--- src/rtl/pt_walker_pkg.sv ---
package pt_walker_pkg;

  typedef enum logic [2:0] {
    ST_IDLE = 3'd0,
    ST_RD1  = 3'd1,
    ST_WT1  = 3'd2,
    ST_RD2  = 3'd3,
    ST_WT2  = 3'd4,
    ST_END  = 3'd5
  } walk_state_e;

endpackage

--- src/rtl/pt_slot_addr.sv ---
module pt_slot_addr #(
  parameter int unsigned PA_W  = 32,
  parameter int unsigned IDX_W = 10,
  parameter int unsigned ENT_SH = 2
) (
  input  logic [PA_W-1:0]  base,
  input  logic [IDX_W-1:0] idx,
  output logic [PA_W-1:0]  addr
);

  logic [PA_W-1:0] offset;

  // Entry offset inside the table: index scaled by the entry size.
  assign offset = PA_W'(idx) << ENT_SH;
  assign addr   = base + offset;

endmodule

--- src/rtl/pt_pte_decode.sv ---
module pt_pte_decode #(
  parameter int unsigned PTE_W     = 32,
  parameter int unsigned FRAME_W   = 20,
  parameter int unsigned VALID_BIT = 0
) (
  input  logic [PTE_W-1:0]   pte,
  output logic               ok,
  output logic [FRAME_W-1:0] frame
);

  logic unused_pte_bits;

  assign ok    = pte[VALID_BIT];
  assign frame = pte[PTE_W-1 -: FRAME_W];
  // Flag and reserved bits are not interpreted.
  assign unused_pte_bits = ^pte;

endmodule

--- src/rtl/pt_walk_fsm.sv ---
module pt_walk_fsm
  import pt_walker_pkg::*;
(
  input  logic        clk,
  input  logic        rst_n,
  input  logic        req_valid,
  input  logic        mem_req_ready,
  input  logic        mem_rsp_valid,
  input  logic        pte_ok,
  output walk_state_e state
);

  walk_state_e state_nx;

  always_comb begin
    state_nx = state;
    unique case (state)
      ST_IDLE: if (req_valid)     state_nx = ST_RD1;
      ST_RD1:  if (mem_req_ready) state_nx = ST_WT1;
      ST_WT1:  if (mem_rsp_valid) state_nx = pte_ok ? ST_RD2 : ST_END;
      ST_RD2:  if (mem_req_ready) state_nx = ST_WT2;
      ST_WT2:  if (mem_rsp_valid) state_nx = ST_END;
      ST_END:                     state_nx = ST_IDLE;
      default:                    state_nx = ST_IDLE;
    endcase
  end

  always_ff @(posedge clk or negedge rst_n) begin
    if (!rst_n) state <= ST_IDLE;
    else        state <= state_nx;
  end

endmodule

--- src/rtl/pt_walker.sv ---
module pt_walker
  import pt_walker_pkg::*;
#(
  parameter int unsigned VA_W      = 32,
  parameter int unsigned PA_W      = 32,
  parameter int unsigned OFF_W     = 12,
  parameter int unsigned IDX_W     = 10,
  parameter int unsigned PTE_W     = 32,
  parameter int unsigned VALID_BIT = 0
) (
  input  logic             clk,
  input  logic             rst_n,
  input  logic             req_valid,
  output logic             req_ready,
  input  logic [VA_W-1:0]  req_vaddr,
  input  logic [PA_W-1:0]  req_root,
  output logic             mem_req_valid,
  input  logic             mem_req_ready,
  output logic [PA_W-1:0]  mem_req_addr,
  input  logic             mem_rsp_valid,
  input  logic [PTE_W-1:0] mem_rsp_data,
  output logic             done,
  output logic             fault,
  output logic [PA_W-1:0]  paddr
);

  localparam int unsigned LEVELS  = 2;
  localparam int unsigned FRAME_W = PA_W - OFF_W;
  localparam int unsigned ENT_SH  = $clog2(PTE_W / 8);

  walk_state_e        state;
  logic               accept;
  logic               rsp_l1;
  logic               rsp_l2;
  logic               pte_ok;
  logic [FRAME_W-1:0] pte_frame;

  logic [VA_W-1:0]    va_q;
  logic [PA_W-1:0]    root_q;
  logic [FRAME_W-1:0] tbl_frame_q;
  logic [PA_W-1:0]    paddr_q;
  logic               fault_q;

  logic [PA_W-1:0]    lvl_base [LEVELS];
  logic [PA_W-1:0]    lvl_addr [LEVELS];

  // Sequencer
  pt_walk_fsm u_fsm (
    .clk           (clk),
    .rst_n         (rst_n),
    .req_valid     (req_valid),
    .mem_req_ready (mem_req_ready),
    .mem_rsp_valid (mem_rsp_valid),
    .pte_ok        (pte_ok),
    .state         (state)
  );

  // Entry field extraction on the returned word
  pt_pte_decode #(
    .PTE_W     (PTE_W),
    .FRAME_W   (FRAME_W),
    .VALID_BIT (VALID_BIT)
  ) u_dec (
    .pte   (mem_rsp_data),
    .ok    (pte_ok),
    .frame (pte_frame)
  );

  // Table bases per level: root for level 0, looked-up frame for level 1
  assign lvl_base[0] = root_q;
  assign lvl_base[1] = {tbl_frame_q, {OFF_W{1'b0}}};

  // One entry-address unit per level; level g uses the g-th index field from the top
  for (genvar g = 0; g < LEVELS; g++) begin : g_lvl
    pt_slot_addr #(
      .PA_W   (PA_W),
      .IDX_W  (IDX_W),
      .ENT_SH (ENT_SH)
    ) u_addr (
      .base (lvl_base[g]),
      .idx  (va_q[OFF_W + (LEVELS - g) * IDX_W - 1 -: IDX_W]),
      .addr (lvl_addr[g])
    );
  end

  // Handshake decode
  assign accept = req_valid && (state == ST_IDLE);
  assign rsp_l1 = mem_rsp_valid && (state == ST_WT1);
  assign rsp_l2 = mem_rsp_valid && (state == ST_WT2);

  // Request registers
  always_ff @(posedge clk or negedge rst_n) begin
    if (!rst_n) begin
      va_q   <= '0;
      root_q <= '0;
    end else if (accept) begin
      va_q   <= req_vaddr;
      root_q <= req_root;
    end
  end

  // Second-level table frame
  always_ff @(posedge clk or negedge rst_n) begin
    if (!rst_n) begin
      tbl_frame_q <= '0;
    end else if (rsp_l1 && pte_ok) begin
      tbl_frame_q <= pte_frame;
    end
  end

  // Result registers: cleared on accept, written when the walk ends
  always_ff @(posedge clk or negedge rst_n) begin
    if (!rst_n) begin
      paddr_q <= '0;
    end else if (accept) begin
      paddr_q <= '0;
    end else if (rsp_l2 && pte_ok) begin
      paddr_q <= {pte_frame, va_q[OFF_W-1:0]};
    end
  end

  always_ff @(posedge clk or negedge rst_n) begin
    if (!rst_n) begin
      fault_q <= 1'b0;
    end else if (accept) begin
      fault_q <= 1'b0;
    end else if ((rsp_l1 || rsp_l2) && !pte_ok) begin
      fault_q <= 1'b1;
    end
  end

  // Outputs
  assign req_ready     = (state == ST_IDLE);
  assign mem_req_valid = (state == ST_RD1) || (state == ST_RD2);
  assign mem_req_addr  = (state == ST_RD2) ? lvl_addr[1] : lvl_addr[0];
  assign done          = (state == ST_END);
  assign fault         = fault_q;
  assign paddr         = paddr_q;

endmodule

--- config.mk ---
export PLATFORM = sky130hd
export DESIGN_NAME = pt_walker
export DESIGN_NICKNAME = d
export VERILOG_FILES = /design/src/rtl/pt_walker_pkg.sv /design/src/rtl/pt_slot_addr.sv /design/src/rtl/pt_pte_decode.sv /design/src/rtl/pt_walk_fsm.sv /design/src/rtl/pt_walker.sv
export SDC_FILE = /design/constraint.sdc
export NUM_CORES = 1
export LEC_CHECK = 0
export BUFFER_PORTS_ARGS = -buffer_cell sky130_fd_sc_hd__buf_2
export CELL_PAD_IN_SITES_DETAIL_PLACEMENT = 1
export CELL_PAD_IN_SITES_GLOBAL_PLACEMENT = 1
export CORE_AREA = 2 2 142 109
export CTS_CLUSTER_SIZE = 10
export DETAILED_ROUTE_END_ITERATION = 8
export DIE_AREA = 0 0 144 111
export PLACE_DENSITY_LB_ADDON = 0.2
export SETUP_SLACK_MARGIN = 0.1
export SLEW_MARGIN = 20
export SYNTH_ARGS = -nofsm -noshare
export SYNTH_HDL_FRONTEND = slang
export SYNTH_SLANG_ARGS = --single-unit
export TNS_END_PERCENT = 10
--- constraint.sdc ---
create_clock -name clk -period 3.7 [get_ports clk]
set_input_delay 0.74 -clock clk [delete_from_list [all_inputs] [get_ports clk]]
set_output_delay 0.74 -clock clk [all_outputs]
set_load 0.01 [all_outputs]
==> impl_results.md <==
- Worst slew margin: 43.7%
- Non-Filler Instances: 889
- Sequential cell area: 3000 um2
- Slew @ Worst Pin: about 0.84 ns
- Worst Hold Margin: ~0.35 ns
- Largest net degree at the start of global routing: 75
- Per-cell routed wire length: 17.8 um
- Main synth FF type: dfrtp_1
- Crit path required time: 2.96 ns
- Fin crit share: 94.3%
- Number of synthesized flops with an enable pin: 0
- Number of buffers created by CTS: 17
- Hold_buf cts: 0
- Max Slew Vio Count: 0
- Worst Path Buf+Inv: 1
- Core area: around 15000 um2
- CTS root buf: clkbuf_16
- Clk sinks: 120
- Leakage: 3.39 nW
- Drt drc: 0
- Total wire length: 15.8 mm
- Synthesized area: 5710 um2
- Diode count: 0
- Critical Path Stages: 8
- # setup viols final: 0
- Fin nets: slightly below 800
- Clock Latency Late Sink: 0.41 ns
- Cells after Synth: 515
- Max-Cap Viols: 0
- Crit-path max FO: 10
- Final hold violations: 0
- Top Family by Delay on Critical Path: compound AO/OA/AOI/OAI gates
- Critical path arrival: roughly 2.8 ns
- Synth warnings: 0
- Post-synth ARST share: 100%
- Die W: approximately 140 um
- Mean Syn Cell Area: roughly 11 um2
- Die area: 16000 um2
- Most common cell after layout, fill and taps aside: buf_2
- Tot Pwr: 7.29 mW
- Unrepaired setup endpoints after global routing: true
- Initial Util: 38.6%
- H-tree levels: 4
- Cell area after layout: approximately 7400 um2
- CP max-delay cell: ha_1
- Tot GR Track Use: 20.3%
- Tightest Hold Check Type: in -> async
- Finished Core Util: between 40% and 50%
- VDD IR-drop max: 0.623 mV
- Grt ovf: 0
- Area grow syn2layout: 28.7%
- Syn Nets: 627
- Drt first-iter violations: 161
- CTS max path bufs: 2
- #FFs+latches synth: 120
- Worst Skew: 0.00553 ns
- Number of I/O pins: 169
- Fin crit period: roughly 3.5 ns
- Highest Clock Rate: 0.287 GHz
- Site Rows: 39
- Share of layout cells above drive strength 1: 38.3%
- CTS tree: done
- Final worst setup slack: around 0.21 ns
- Initial antenna violation count: 2
- Commonest non-fill, non-tap cells in the layout: buf_2 (156), dfrtp_1 (120), nand2_1 (69), mux2_2 (51), mux2_1 (28)
- Worst-path cell chain: ha_1 -> and2_4 -> nand4_1 -> a31o_2 -> a311oi_2 -> xnor2_1 -> o21ai_1 -> buf_2
- Port Buffers: 157
- CP max stage delay: about 0.4 ns
- Post-DP HPWL: approximately 11 mm
- Post-route ant nets: 0
- Global-route wire length before repair: approximately 25 mm
- Setup CP Type: reg -> out
- Die Y-Extent: between 100 and 150 um
- Worst R2R Path Depth: 4
- Vias: between 4000 and 5000
- Crit start category: flop
- Drt pass-1 iters: 4
- Vias in the first global route: 4832
- Final estimated routing congestion in global placement: 0.737
- Pre-CTS WS: ~0.48 ns
- Footprint of the multi-input gates: 2570 um2
- Avg Vias per Cell: 5.16
- Clk pin slew, worst setup/hold paths: about 0.050 ns
- Pwr Density: 991 nW/um2
- Post-Route Setup TNS: 0 ns
- Netlist cell types: 45
- Dpl cell area: 6720 um2
- Capturing element type of the critical path: output port
- Filler cell count: 1652
- Placed cells: 856
- Outcome: finished clean
- Seq/Total Area, Yosys: a little over half
power breakdown:
group	total [mW]	switching (mW)	internal, mW
sequential	2.28	0.407	1.88
clock	1.63	0.573	1.05
combinational	3.38	1.86	1.53
registers in the layout (all words and copies together) (netlist names):
signal       cells
tbl_frame_q     20
root_q          32
u_fsm.state      3
fault            1
paddr           32
va_q            32
kinds of logic (layout without fill, tap and decap cells):
logic type,count (synthesis),in the layout,share of synthesized area [%]
multiplexers,79,79,15.6
buffers and inverters,42,211,3.26
flip-flops,120,120,52.6
AND/OR/NAND/NOR,130,130,10.0
adder cells (fa/ha/maj),11,11,2.54
AO/OA/AOI/OAI,106,106,11.9
XOR/XNOR,27,27,4.14
worst register-to-register path, cell delays in order, from the launching register on:
cell,delay (ns)
dfrtp_1,0.51
nor3_1,0.32
and2_4,0.54
buf_12,0.30
mux2_2,0.41
synthesized netlist by cell type, drive strengths merged (5+ instances only):
cell | count | area, um2
mux2 | 79 | 890
a22o | 20 | 175
a21oi | 28 | 140
nand3 | 10 | 50.1
inv | 13 | 48.8
and3 | 5 | 31.3
dfrtp | 120 | 3000
ha | 10 | 125
nand2 | 70 | 263
nand4 | 6 | 37.5
buf | 17 | 92.6
nor3 | 8 | 40.0
xnor2 | 25 | 219
nor2 | 19 | 71.3
o21ai | 33 | 165
a311oi | 6 | 58.8
a31oi | 7 | 43.8
clkbuf | 12 | 45.0
layout make-up:
class / instances / area share [%]
Tap cell: 205 / 3.49
Inverter: 13 / 0.663
Timing Repair Buffer: 167 / 12.1
Multi-Input combinational cell: 353 / 35.0
Sequential cell: 120 / 40.8
Clock buffer: 23 / 6.63
Clock inverter: 8 / 1.29
per-layer routing:
metal	global-route usage, %	vias to the layer above	wire (um)
met2	32.8	117	7440
met5	0	-	24
li1	-	2136	-
met4	4.77	4	122
met1	26.8	2313	7310
met3	6.26	15	894
worst paths after layout:
check / slack [ns] / end / startpoint
min in group clk: 0.48 / va_q[15]$_DFFE_PN0P_ / va_q[15]$_DFFE_PN0P_
worst max-delay path: 0.21 / mem_req_addr[29] / va_q[29]$_DFFE_PN0P_
worst min-delay path: 0.35 / paddr[26]$_DFFE_PN0P_ / rst_n
worst min register to register: 0.48 / va_q[15]$_DFFE_PN0P_ / va_q[15]$_DFFE_PN0P_
max in group asynchronous: 2.51 / root_q[18]$_DFFE_PN0P_ / rst_n
worst max register to register: 1.49 / root_q[13]$_DFFE_PN0P_ / u_fsm.state[1]$_DFFE_PN0P_
timing repair:
item,4_1_cts,5_1_grt
endpoints found under the setup margin,11,19
setup buffers,0,1
hold endpoints to repair,0,0
cloned,0,1
pin swaps,0,3
resized for setup,3,8
No activity file was read; power rests on OpenSTA's default activity.
